<file path="src/rtl/ftd_pkg.sv">
package ftd_pkg;

   // Disposition of a bus write attempt in one cycle
   typedef enum logic [1:0] {
      WR_NONE    = 2'd0,   // no write presented
      WR_BLOCKED = 2'd1,   // write dropped: flash command running
      WR_FLAGS   = 2'd2,   // accepted, divide field frozen by lock
      WR_FULL    = 2'd3    // accepted, divide field taken
   } wr_kind_t;

   function automatic wr_kind_t classify_write(input logic wr, input logic idle,
                                               input logic locked);
      if (!wr)          return WR_NONE;
      else if (!idle)   return WR_BLOCKED;
      else if (locked)  return WR_FLAGS;
      else              return WR_FULL;
   endfunction

endpackage

</file>
<file path="src/rtl/ftd_ctrl_reg.sv">
module ftd_ctrl_reg
   import ftd_pkg::*;
#(
   parameter int DIV_W = 6,
   localparam int REG_W = DIV_W + 2
) (
   input  logic             clk,
   input  logic             rst_n,
   input  logic             wr_en,
   input  logic [REG_W-1:0] wr_data,
   input  logic             cmd_idle,
   output logic [DIV_W-1:0] div_q,
   output logic             lock_q,
   output logic             loaded_q,
   output logic             new_div
);

   localparam int LOCK_BIT = DIV_W;

   wr_kind_t kind;

   always_comb begin
      kind    = classify_write(wr_en, cmd_idle, lock_q);
      new_div = (kind == WR_FULL);
   end

   always_ff @(posedge clk or negedge rst_n) begin
      if (!rst_n) begin
         div_q    <= '0;
         lock_q   <= 1'b0;
         loaded_q <= 1'b0;
      end else begin
         unique case (kind)
            WR_FULL: begin
               div_q    <= wr_data[DIV_W-1:0];
               lock_q   <= wr_data[LOCK_BIT];
               loaded_q <= 1'b1;
            end
            WR_FLAGS: begin
               loaded_q <= 1'b1;
            end
            default: ;
         endcase
      end
   end

endmodule

</file>
<file path="src/rtl/ftd_prescaler.sv">
module ftd_prescaler #(
   parameter int DIV_W   = 6,
   parameter bit OUT_REG = 1'b1
) (
   input  logic             clk,
   input  logic             rst_n,
   input  logic [DIV_W-1:0] div,
   input  logic             restart,
   input  logic             enable,
   output logic             tick
);

   logic [DIV_W-1:0] cnt_q;
   logic             wrap;
   logic             strobe;

   assign wrap   = (cnt_q == div);
   assign strobe = enable & wrap & ~restart;

   always_ff @(posedge clk or negedge rst_n) begin
      if (!rst_n)       cnt_q <= '0;
      else if (restart) cnt_q <= '0;
      else if (wrap)    cnt_q <= '0;
      else              cnt_q <= cnt_q + 1'b1;
   end

   generate
      if (OUT_REG) begin : g_flop_out
         logic tick_q;
         always_ff @(posedge clk or negedge rst_n) begin
            if (!rst_n) tick_q <= 1'b0;
            else        tick_q <= strobe;
         end
         assign tick = tick_q;
      end else begin : g_comb_out
         assign tick = strobe;
      end
   endgenerate

endmodule

</file>
<file path="src/rtl/flash_tick_divider.sv">
module flash_tick_divider #(
   parameter int DIV_W   = 6,
   parameter bit OUT_REG = 1'b1,
   localparam int REG_W  = DIV_W + 2
) (
   input  logic             clk,
   input  logic             rst_n,
   input  logic             wr_en,
   input  logic [REG_W-1:0] wr_data,
   input  logic             cmd_idle,
   output logic [REG_W-1:0] rd_data,
   output logic             tick
);

   generate
      if (DIV_W < 1 || DIV_W > 16) begin : g_bad_width
         $error("flash_tick_divider: DIV_W must be within 1..16");
      end
   endgenerate

   logic [DIV_W-1:0] div_q;
   logic             lock_q;
   logic             loaded_q;
   logic             new_div;

   ftd_ctrl_reg #(.DIV_W(DIV_W)) u_reg (
      .clk      (clk),
      .rst_n    (rst_n),
      .wr_en    (wr_en),
      .wr_data  (wr_data),
      .cmd_idle (cmd_idle),
      .div_q    (div_q),
      .lock_q   (lock_q),
      .loaded_q (loaded_q),
      .new_div  (new_div)
   );

   ftd_prescaler #(.DIV_W(DIV_W), .OUT_REG(OUT_REG)) u_pre (
      .clk     (clk),
      .rst_n   (rst_n),
      .div     (div_q),
      .restart (new_div),
      .enable  (loaded_q),
      .tick    (tick)
   );

   assign rd_data = {loaded_q, lock_q, div_q};

endmodule

</file>
<file path="config.mk">
export PLATFORM = sky130hd
export DESIGN_NAME = flash_tick_divider
export DESIGN_NICKNAME = d
export VERILOG_FILES = /design/src/rtl/ftd_pkg.sv /design/src/rtl/ftd_ctrl_reg.sv /design/src/rtl/ftd_prescaler.sv /design/src/rtl/flash_tick_divider.sv
export SDC_FILE = /design/constraint.sdc
export NUM_CORES = 1
export LEC_CHECK = 0
export ABC_AREA = 1
export BUFFER_PORTS_ARGS = -buffer_cell sky130_fd_sc_hd__buf_2
export CORE_AREA = 5 5 65 67
export CTS_BUF_LIST = sky130_fd_sc_hd__clkbuf_4 sky130_fd_sc_hd__clkbuf_8
export DETAILED_ROUTE_END_ITERATION = 8
export DIE_AREA = 0 0 70 72
export SYNTH_ARGS = -nofsm -noshare
export SYNTH_HDL_FRONTEND = slang
export SYNTH_HIERARCHICAL = 1
export SYNTH_SLANG_ARGS = --single-unit
</file>
<file path="constraint.sdc">
create_clock -name clk -period 2.88 [get_ports clk]
set_clock_uncertainty 0.15 [all_clocks]
set_input_delay 0.576 -clock clk [delete_from_list [all_inputs] [get_ports clk]]
set_output_delay 0.576 -clock clk [all_outputs]
set_load 0.1 [all_outputs]
</file>
* Word-level counts from Yosys, hierarchy flattened
Index checks and enable logic that the tools add are counted.
Word-level totals: bits in registers 15, output and inout bits 9
Operators by class: equality and inequality tests 3, bitwise gates (word level) 3, add/subtract/negate cells 1, muxes and demuxes 5, reductions and logical operators 1
Operator list (number):
- 6-bit 2-to-1 mux | 2
- 6-bit by 1-bit adder with 6-bit output (second input constant) | 1
- 6-bit == test | 1
- 2-bit == test (second input constant) | 2
- 2-bit 2-to-1 mux | 2
- 1-bit AND | 2
- 2-bit OR reduction | 1
- 1-bit 2-to-1 mux | 1
- 1-bit inverter | 1

* Longest topological paths before layout
Gate-level depths: netlist (run 1).
word-level depth 6, depth in mapped cells 10, mapped depth without buffers 10

* By module
The synthesis (run 1) kept the hierarchy.
By module, submodules not included:
- ftd_prescaler | cells each 79, times used 1, area an instance 486.7 um^2
- ftd_ctrl_reg | cells each 34, times used 1, area an instance 352.8 um^2
- flash_tick_divider | cells each 2, times used 1, area an instance 15.0 um^2

* Least setup slack after synthesis (run 1)
No wires, ideal clock.
path type register -> register, from register u_reg.div_q[2], to register u_pre.cnt_q[0], slack 1.102 ns, stages on the path, launching flop included 8, arrival 1.515 ns, cells stage by stage dfrtp_1 inv_1 nand2_1 nand2_1 nor2_2 nand3_4 nand2_1 inv_1
Between the ends: longest elaborated chain between the ends 3
RTL lines:
- start: declaration | RTL line ftd_ctrl_reg.sv:12 | output logic [DIV_W-1:0] div_q,
- start signal: assignment | RTL line ftd_ctrl_reg.sv:35 | div_q <= wr_data[DIV_W-1:0];
- 6-bit == test | RTL line ftd_prescaler.sv:17 | assign wrap = (cnt_q == div);
- 6-bit 2-to-1 mux | RTL line ftd_prescaler.sv:23 | else if (wrap) cnt_q <= '0;
- 6-bit 2-to-1 mux | RTL line ftd_prescaler.sv:22 | else if (restart) cnt_q <= '0;
- end signal: assignment | RTL line ftd_prescaler.sv:24 | else cnt_q <= cnt_q + 1'b1;
- end: declaration | RTL line ftd_prescaler.sv:13 | logic [DIV_W-1:0] cnt_q;
Every way passes these cells. A chain may end at the register's enable or synchronous reset.

* Final worst setup path (run 1)
from register u_reg.div_q[4], to output rd_data[4]
RTL lines:
- end: declaration | RTL line flash_tick_divider.sv:11 | output logic [REG_W-1:0] rd_data,
No word-level cell between the ends.

==> results of run 1 <==
[cells in the mapped netlist]
cell	n	area (um^2)
o21ai_0	3	15.01
inv_6	1	8.760
a21o_2	1	8.760
a21oi_1	1	5.000
inv_1	21	78.83
nand3_4	2	35.03
nand4_1	6	37.54
buf_6	2	22.52
nor2_1	8	30.03
dfrtp_1	15	375.4
buf_4	2	15.01
nor2_2	4	25.02
nand3_1	4	20.02
nand2_1	42	157.7
ha_1	1	12.51
inv_2	2	7.510
[per-layer routing]
metal  part of all wire  vias up
li1                   -      381
met1               0.46      319
met2               0.48       13
met3              0.050        2
met4             0.0062        0
met5                  0        -
[final timing paths]
check | to | slack, ns | cells after the start
min reg2reg | u_reg/loaded_q$_DFFE_PN0P_ | 0.36 | 1
min | u_reg/div_q[3]$_DFFE_PN0N_ | 0.03 | 1
max in group asynchronous | u_pre/cnt_q[2]$_DFF_PN0_ | 2.30 | 1
min in group clk | u_reg/loaded_q$_DFFE_PN0P_ | 0.36 | 1
max | rd_data[4] | 0.98 | 1
max reg2reg | u_pre/cnt_q[4]$_DFF_PN0_ | 1.44 | 10
[where the power goes]
part	internal (mW)	leakage, nW	switching, mW
Combinational	0.00501	0.377	0.00904
Clock	0.0631	0.0184	0.0669
Sequential	0.210	0.194	0.0000000294
Total	0.279	0.590	0.0760
[cell type report]
type / count / area, um^2 / share of cell area
sequential: 15 / 375.4 / 0.3745
tap: 48 / 60.06 / 0.05993
multi-input combinational: 72 / 346.6 / 0.3458
inverter: 24 / 95.09 / 0.09488
timing repair buffer: 19 / 95.09 / 0.09488
clock buffer: 4 / 30.03 / 0.02996
[registers in the layout (all words and copies together) (netlist names)]
name,flops
u_reg/loaded_q,1
u_pre/tick,1
u_reg/lock_q,1
u_reg/div_q,6
u_pre/cnt_q,6
[kinds of logic after synthesis]
family,count (synthesis)
adder cells (fa/ha/maj),1
buffers and inverters,28
AND/OR/NAND/NOR,66
flip-flops,15
AO/OA/AOI/OAI,5
==> load_flow_metrics.sql, run 1 <==
INSERT INTO impl_metrics (metric_group, metric, value, unit) VALUES
('outcome', 'status', 'complete, no violations', ''),
('sta', 'maxSlewViolCount', '0', ''),
('grt', 'grt-ovfl-total', '0', ''),
('clock_network', 'clock_latency', '0.28', 'ns'),
('placed_design', 'gpl_congestion', '0.8143', ''),
('die', 'placementRows', '22', ''),
('synth', 'yosys.area_share.simple', '0.3572', ''),
('route', 'route.antenna.remaining_nets', '0', ''),
('synth', 'synth_area', '854.6', 'um^2'),
('power', 'peakVddDrop', '188.3', 'uV'),
('min_path', 'type_of_the_most_critical_hold_path', 'input port to asynchronous set/reset pin', ''),
('placed_design', 'placed_cells_incl_taps', '178', ''),
('layout', 'antenna_cells_inserted', '0', ''),
('grt', 'gr-usage-met2', '0.1259', ''),
('critical_path', 'cp_slowest_stage_delay', '0.46', 'ns'),
('critical_path', 'crit_chain', 'buf_2', ''),
('clock_network', 'postCtsSetupRepairBufs', '0', ''),
('sta', 'fmax', '526.8', 'MHz'),
('layout', 'final_common_cell', 'nand2_1', ''),
('placed_design', 'placedInstanceArea', '972.2', 'um^2'),
('layout', 'final_cell_count_no_fill', '182', ''),
('critical_path', 'criticalPathCategory', 'flip-flop to output pin', ''),
('layout', 'fillCellCount', '411', ''),
('route', 'final_routed_wirelength', '1.620', 'mm'),
('critical_path', 'worst_r2r_startpoint', 'u_reg/lock_q$_DFFE_PN0N_', ''),
('critical_path', 'arrival', '1.17', 'ns'),
('layout', 'post_route_cells_drive_above_1_share', '0.2463', ''),
('grt', 'grt_use_met3', '0.01247', ''),
('layout', 'area.growth.synth_to_final', '17.28', '%'),
('critical_path', 'crit_start', 'u_reg/div_q[4]$_DFFE_PN0N_', ''),
('die', 'die_w', '70', 'um'),
('sta', 'period_needed', '1.898', 'ns'),
('critical_path', 'end_kind', 'output pin', ''),
('synth', 'synth_adder_area_share', '0.01464', ''),
('placed_design', 'detailedPlacementHpwl', '1.314', 'mm'),
('clock_network', 'cts_tree', 'done', ''),
('sta', 'final_worst_slack', '0.9818', 'ns'),
('synth', 'syn_inst', '115', ''),
('die', 'placeableCoreArea', '3578', 'um^2'),
('grt', 'grt_antenna_before_repair', '0', ''),
('route', 'via_per_inst', '3.929', ''),
('synth', 'yosys.cell_types.count', '16', ''),
('clock_network', 'cts_resized', '0', ''),
('grt', 'grt.total_usage', '0.07162', ''),
('grt', 'wire_length_of_the_first_global_routing_pass', '2.939', 'mm'),
('synth', 'synth-seq-area-share', '0.4392', ''),
('clock_network', 'htree_num_levels', '1', ''),
('critical_path', 'worstPathBufferInverterCount', '1', ''),
('synth', 'largest_family_of_logic_cells_by_synthesized_area', 'simple AND/OR/NAND/NOR gates', ''),
('die', 'initial_core_util', '0.2388', ''),
('route', 'drt_drc_violations_left', '0', ''),
('power', 'power.total', '0.3545', 'mW'),
('sta', 'setup_total_negative_slack', '0', 'ns'),
('clock_network', 'clk_pin_slew_worst_paths', '0.09', 'ns'),
('synth', 'mux_contribution_to_synthesized_area', '0', ''),
('sta', 'slew_margin_rel', '0.6736', ''),
('sta', 'final.hold.worst_slack', '0.03027', 'ns'),
('grt', 'grt_pass1_vias', '676', ''),
('route', 'drt_iter0_drc', '15', ''),
('clock_network', 'cts_made_buffers', '3', ''),
('power', 'p_leak', '0.5896', 'nW'),
('critical_path', 'critical_path.slowest_cell', 'buf_2', ''),
('grt', 'grt_max_degree', '16', ''),
('sta', 'timing.final.setup_violations', '0', ''),
('route', 'wl_per_cell', '8.901', 'um'),
('synth', 'yosys_register_bits', '15', ''),
('clock_network', 'max-clock-path-buffers', '2', ''),
('die', 'io-pin-count', '21', ''),
('sta', 'timing_hold_violations_final', '0', ''),
('power', 'power.density_cell_area', '353.7', 'nW/um^2'),
('sta', 'post-route-period-util', '0.6591', '');
No activity file was read; power rests on OpenSTA's default activity.
==> inputs of run 2 (changes only) <==
==> constraint.sdc (replaced) <==
create_clock -name clk -period 1.55 [get_ports clk]
set_clock_uncertainty 0.15 [all_clocks]
set_input_delay 0.31 -clock clk [delete_from_list [all_inputs] [get_ports clk]]
set_output_delay 0.31 -clock clk [all_outputs]
set_load 0.1 [all_outputs]
==> run 2 against run 1 <==
Sequential share of layout area down 4.4 points; via count increased by 0.14%; design area increased by 16%; sequential power is 86% higher; clock power up 74%; power is 83% higher; register-to-register slack got worse by 1.2 ns; utilization grew 4.4 points; worst hold slack better by 0.069 ns; routed wire length is 0.31% lower; die area unchanged; highest routed layer unchanged.
==> load_flow_metrics.sql, run 2 (synthesis results as in run 1) <==
INSERT INTO impl_metrics (metric_group, metric, value, unit) VALUES
('route', 'via_per_inst', '3.849', ''),
('placed_design', 'placed_cells_incl_taps', '181', ''),
('grt', 'grt_max_degree', '16', ''),
('route', 'met1Wirelength', '726', 'um'),
('clock_network', 'clock_tree.root_cell', 'clkbuf_4', ''),
('outcome', 'status', 'complete, no violations', ''),
('min_path', 'type_of_the_most_critical_hold_path', 'input port to flip-flop', ''),
('route', 'dr.pass1.iters', '4', ''),
('layout', 'mostFrequentLayoutCells', '42 x nand2_1, 21 x inv_1, 11 x buf_2', ''),
('power', 'peakVddDrop', '394.4', 'uV'),
('critical_path', 'cp.required', '1.09', 'ns'),
('critical_path', 'cp_slowest_stage_delay', '0.42', 'ns'),
('sta', 'period_needed', '1.489', 'ns'),
('layout', 'final_common_cell', 'nand2_1', ''),
('route', 'route.antenna.remaining_nets', '0', ''),
('min_path', 'hold_path_end', 'u_reg/lock_q$_DFFE_PN0N_', ''),
('critical_path', 'timing.critical_path.max_delay_family', 'buffers and inverters', ''),
('route', 'met3RoutedLength', '83', 'um'),
('critical_path', 'worst_r2r_startpoint', 'u_reg/lock_q$_DFFE_PN0N_', ''),
('grt', 'wire_length_of_the_first_global_routing_pass', '2.794', 'mm'),
('layout', 'fin_nets', '152', ''),
('sta', 'setup_total_negative_slack', '0', 'ns'),
('clock_network', 'cts_made_buffers', '3', ''),
('critical_path', 'arrival', '1.03', 'ns'),
('placed_design', 'placement.io_buffers', '19', ''),
('power', 'p_leak', '0.6294', 'nW'),
('die', 'fp.dieArea', '5040', 'um^2'),
('route', 'route.vias.total', '716', ''),
('clock_network', 'postCtsSetupRepairBufs', '0', ''),
('sta', 'maxSlewViolCount', '0', ''),
('route', 'wl_met2', '762', 'um'),
('route', 'final_routed_wirelength', '1.615', 'mm'),
('sta', 'worst_pin_slew', '0.4895', 'ns'),
('route', 'top_signal_layer_used', 'met4', ''),
('sta', 'unrepaired_setup_endpoints_after_global_routing', 'no', ''),
('die', 'die_h', '72', 'um'),
('grt', 'grt_antenna_before_repair', '0', ''),
('critical_path', 'critical_path.slowest_cell', 'buf_2', ''),
('clock_network', 'max-clock-path-buffers', '2', ''),
('min_path', 'min_from', 'wr_data[6]', ''),
('grt', 'grt-ovfl-total', '0', ''),
('critical_path', 'end_kind', 'output pin', ''),
('clock_network', 'cts_tree', 'done', ''),
('power', 'power.total', '0.6472', 'mW'),
('critical_path', 'worstSetupPathDepth', '1', ''),
('critical_path', 'criticalPathCategory', 'flip-flop to output pin', ''),
('clock_network', 'cts_resized', '0', ''),
('placed_design', 'gpl_congestion', '0.8335', ''),
('sta', 'timing.final.setup_violations', '0', ''),
('critical_path', 'worst-path-max-fanout', '1', ''),
('critical_path', 'timing.reg2reg.setup_slack', '0.20', 'ns'),
('route', 'drt_iter0_drc', '11', ''),
('grt', 'grt_pass1_vias', '649', ''),
('layout', 'largest_registers', 'u_pre/cnt_q (6), u_reg/div_q (6)', ''),
('die', 'placementRows', '22', ''),
('die', 'placeableCoreArea', '3578', 'um^2'),
('die', 'die_w', '70', 'um'),
('die', 'io-pin-count', '21', ''),
('flow_run', 'maximum_capacitance_violations', '0', ''),
('placed_design', 'detailedPlacementHpwl', '1.329', 'mm'),
('min_path', 'instance_count_along_the_most_critical_hold_path', '3', ''),
('clock_network', 'htree_num_levels', '1', ''),
('critical_path', 'crit_chain', 'buf_2', ''),
('layout', 'final_cell_count_no_fill', '186', ''),
('clock_network', 'cts_hold_buf', '1', ''),
('layout', 'post_route_cells_drive_above_1_share', '0.3043', ''),
('critical_path', 'worstPathBufferInverterCount', '1', ''),
('layout', 'antenna_cells_inserted', '0', ''),
('critical_path', 'worst_r2r_path_depth', '10', ''),
('route', 'drt_drc_violations_left', '0', ''),
('route', 'wl_per_cell', '8.683', 'um'),
('critical_path', 'crit-reg2reg-capture', 'u_pre/cnt_q[4]$_DFF_PN0_', ''),
('clock_network', 'cts_sinks', '15', ''),
('layout', 'area.growth.synth_to_final', '35.72', '%'),
('placed_design', 'placedInstanceArea', '1122', 'um^2'),
('sta', 'fmax', '671.6', 'MHz'),
('layout', 'finalInstanceArea', '1160', 'um^2'),
('sta', 'slew_margin_rel', '0.6759', ''),
('clock_network', 'clk_pin_slew_worst_paths', '0.09', 'ns'),
('clock_network', 'clock_latency', '0.29', 'ns'),
('sta', 'final.hold.worst_slack', '0.09955', 'ns'),
('critical_path', 'critical_path.startpoint_type', 'flip-flop', ''),
('sta', 'post-route-period-util', '0.9607', ''),
('grt', 'grt.total_usage', '0.06957', ''),
('power', 'power.density_cell_area', '558.0', 'nW/um^2'),
('sta', 'timing_hold_violations_final', '0', ''),
('die', 'initial_core_util', '0.2388', '');
-- run 2: per-layer routing --
metal / track usage / vias up
li1: - / 391
met1: 0.07477 / 305
met2: 0.1259 / 16
met3: 0.01247 / 4
met4: 0.04468 / 0
met5: 0 / -
-- run 2: layout make-up --
type	count	area [um^2]
fillers	412	2419
clock buffers	3	22.52
flip-flops and latches	15	382.9
well taps	48	60.06
repair buffers	23	247.7
clock inverters	1	5.005
multi-input cells	72	346.6
inverters	24	95.09
-- run 2: stage by stage --
stage / setup slack (ns) / utilization
after CTS: 0.04241 / 0.3241
after global placement: 0.1883 / 0.3136
after floorplan: 0.05526 / -
after detailed placement: 0.1946 / 0.3136
final: 0.06096 / 0.3241
after global routing: 0.01067 / 0.3241
-- run 2: how the worst max path moves through the flow --
stage,start,endpoint
4_1_cts,u_pre/tick$_DFF_PN0_,tick
3_5_place_dp,u_reg/lock_q$_DFFE_PN0N_,u_pre/cnt_q[4]$_DFF_PN0_
6_report,u_pre/tick$_DFF_PN0_,tick
3_3_place_gp,u_reg/lock_q$_DFFE_PN0N_,u_pre/cnt_q[4]$_DFF_PN0_
2_1_floorplan,u_reg/div_q[2]$_DFFE_PN0N_,u_pre/cnt_q[0]$_DFF_PN0_
5_1_grt,u_pre/tick$_DFF_PN0_,tick
-- run 2: power breakdown --
group          switching [mW]  leakage [nW]  internal, mW
sequential       0.0000000810         0.184         0.391
clock                   0.130        0.0177        0.0959
combinational          0.0177         0.428        0.0126
total                   0.148         0.629         0.499
==> inputs of run 3 (changes only) <==
==> constraint.sdc (replaced) <==
create_clock -name clk -period 1.5 [get_ports clk]
set_clock_uncertainty 0.15 [all_clocks]
set_input_delay 0.3 -clock clk [delete_from_list [all_inputs] [get_ports clk]]
set_output_delay 0.3 -clock clk [all_outputs]
set_load 0.1 [all_outputs]
==> run 3 against run 2 <==
Critical path depth stayed put; critical endpoint is now rd_data[6]; non-clock buffer count stayed put; highest routed layer unchanged; utilization is 0.49 points higher; sequential share of layout area is 0.49 points lower; sequential power is 3% higher; largest power group unchanged.
==> load_flow_metrics.sql, run 3 (synthesis results as in run 1) <==
INSERT INTO impl_metrics (metric_group, metric, value, unit) VALUES
('outcome', 'status', 'complete, no violations', ''),
('critical_path', 'cp_slowest_stage_delay', '0.47', 'ns'),
('die', 'placementRows', '22', ''),
('placed_design', 'gpl_congestion', '0.8289', ''),
('sta', 'slew_margin_rel', '0.7690', ''),
('layout', 'mostFrequentLayoutCells', '42 x nand2_1, 21 x inv_1, 10 x buf_2', ''),
('critical_path', 'crit_chain', 'buf_12', ''),
('route', 'drt_iter0_drc', '21', ''),
('route', 'drt_drc_violations_left', '0', ''),
('clock_network', 'clock_latency', '0.28', 'ns'),
('route', 'route.vias.total', '730', ''),
('critical_path', 'worst-path-max-fanout', '2', ''),
('clock_network', 'max-clock-path-buffers', '2', ''),
('route', 'via_per_inst', '3.925', ''),
('sta', 'final.hold.worst_slack', '0.09005', 'ns'),
('sta', 'setup_total_negative_slack', '0', 'ns'),
('min_path', 'min_from', 'wr_data[6]', ''),
('sta', 'post-route-period-util', '0.9376', ''),
('critical_path', 'critical_path.slowest_cell', 'dfrtp_1', ''),
('critical_path', 'arrival', '0.96', 'ns'),
('die', 'placeableCoreArea', '3578', 'um^2'),
('flow_run', 'maximum_capacitance_violations', '0', ''),
('die', 'initial_core_util', '0.2388', ''),
('critical_path', 'cp.required', '1.05', 'ns'),
('clock_network', 'clock_tree.root_cell', 'clkbuf_4', ''),
('sta', 'worst_pin_slew', '0.3465', 'ns'),
('layout', 'post_route_cells_drive_above_1_share', '0.3043', ''),
('grt', 'wire_length_of_the_first_global_routing_pass', '2.835', 'mm'),
('die', 'die_w', '70', 'um'),
('power', 'power.density_cell_area', '583.1', 'nW/um^2'),
('sta', 'fmax', '711.1', 'MHz'),
('critical_path', 'end_kind', 'output pin', ''),
('route', 'dr.pass1.iters', '4', ''),
('sta', 'timing.final.setup_violations', '0', ''),
('sta', 'period_needed', '1.406', 'ns'),
('placed_design', 'detailedPlacementHpwl', '1.348', 'mm'),
('critical_path', 'criticalPathCategory', 'flip-flop to output pin', ''),
('layout', 'fin_nets', '152', ''),
('route', 'route.antenna.remaining_nets', '0', ''),
('critical_path', 'worst_r2r_startpoint', 'u_reg/lock_q$_DFFE_PN0N_', ''),
('clock_network', 'cts_sinks', '15', ''),
('layout', 'area.growth.synth_to_final', '37.77', '%'),
('layout', 'fin_util', '0.3290', ''),
('critical_path', 'crit_start', 'u_reg/lock_q$_DFFE_PN0N_', ''),
('placed_design', 'placement.io_buffers', '19', ''),
('grt', 'grt_max_degree', '16', ''),
('critical_path', 'critical_path.startpoint_type', 'flip-flop', ''),
('sta', 'timing_hold_violations_final', '0', ''),
('power', 'p_leak', '0.6385', 'nW'),
('layout', 'final_common_cell', 'nand2_1', ''),
('grt', 'grt-ovfl-total', '0', ''),
('clock_network', 'cts_tree', 'done', ''),
('power', 'peakVddDrop', '315.9', 'uV'),
('clock_network', 'postCtsSetupRepairBufs', '0', ''),
('sta', 'unrepaired_setup_endpoints_after_global_routing', 'no', ''),
('die', 'fp.dieArea', '5040', 'um^2'),
('grt', 'grt_pass1_vias', '666', ''),
('die', 'io-pin-count', '21', ''),
('critical_path', 'worstPathBufferInverterCount', '1', ''),
('route', 'wl_per_cell', '8.763', 'um'),
('route', 'final_routed_wirelength', '1.630', 'mm'),
('clock_network', 'cts_made_buffers', '3', ''),
('clock_network', 'htree_num_levels', '1', ''),
('grt', 'grt_antenna_before_repair', '0', ''),
('sta', 'maxSlewViolCount', '0', ''),
('layout', 'antenna_cells_inserted', '0', ''),
('critical_path', 'timing.critical_path.max_delay_family', 'flip-flops', ''),
('clock_network', 'clk_pin_slew_worst_paths', '0.09', 'ns'),
('min_path', 'type_of_the_most_critical_hold_path', 'input port to flip-flop', ''),
('die', 'die_h', '72', 'um'),
('grt', 'grt.total_usage', '0.06897', ''),
('layout', 'largest_registers', 'u_pre/cnt_q (6), u_reg/div_q (6)', '');
[run 3: area by class of cell]
| cell class | count | area [um^2] |
|---|---|---|
| Timing Repair Buffer | 23 | 262.8 |
| Fill cell | 419 | 2401 |
| Inverter | 24 | 95.09 |
| Multi-Input combinational cell | 72 | 346.6 |
| Sequential cell | 15 | 382.9 |
| Clock buffer | 4 | 30.03 |
| Tap cell | 48 | 60.06 |
[run 3: tightest hold or removal path, cell delays in order]
cell and delay (ns):
buf_2 0.07, nand3_1 0.06, nand2_1 0.05
[run 3: worst paths after layout]
| check | end | slack [ns] | cells after the start |
|---|---|---|---|
| worst min-delay path | u_reg/lock_q$_DFFE_PN0N_ | 0.09 | 3 |
| worst min register to register | u_reg/div_q[3]$_DFFE_PN0N_ | 0.40 | 2 |
| max in group asynchronous | u_reg/div_q[4]$_DFFE_PN0N_ | 0.62 | 2 |
| worst max-delay path | rd_data[6] | 0.09 | 1 |
| min in group asynchronous | u_reg/lock_q$_DFFE_PN0N_ | 0.30 | 2 |
| worst max register to register | u_pre/cnt_q[4]$_DFF_PN0_ | 0.14 | 10 |
[run 3: routing by layer]
| layer | part of all wire | GRT usage | vias up |
|---|---|---|---|
| li1 | - | - | 391 |
| met1 | 0.43 | 0.07810 | 318 |
| met2 | 0.50 | 0.1228 | 19 |
| met3 | 0.044 | 0.004155 | 2 |
| met4 | 0.021 | 0.05106 | 0 |
| met5 | 0 | 0 | - |
[run 3: metrics by stage]
| step | std cells | power, mW | setup WS (ns) | cell area (um^2) |
|---|---|---|---|---|
| after CTS | 186 | 0.6935 | 0.08093 | 1177 |
| after global routing | 186 | 0.7125 | 0.01951 | 1177 |
| final | 186 | 0.6865 | 0.09364 | 1177 |
| after global placement | 181 | 0.4421 | 0.1468 | 1137 |
| after detailed placement | 181 | 0.4420 | 0.1455 | 1137 |
| after floorplan | 115 | 0.4242 | 0.005261 | 862.1 |
[run 3: where the power goes]
| part | switching (mW) | total [mW] | internal, mW |
|---|---|---|---|
| combinational | 0.0181 | 0.0311 | 0.0130 |
| clock | 0.130 | 0.251 | 0.121 |
| sequential | 0.000000124 | 0.404 | 0.404 |
| total | 0.148 | 0.687 | 0.538 |
[run 3: timing repair]
item / CTS / global route
hold endpoints to repair: 15 / 0
hold buffers: 1 / 0
gates resized for setup: 0 / 0
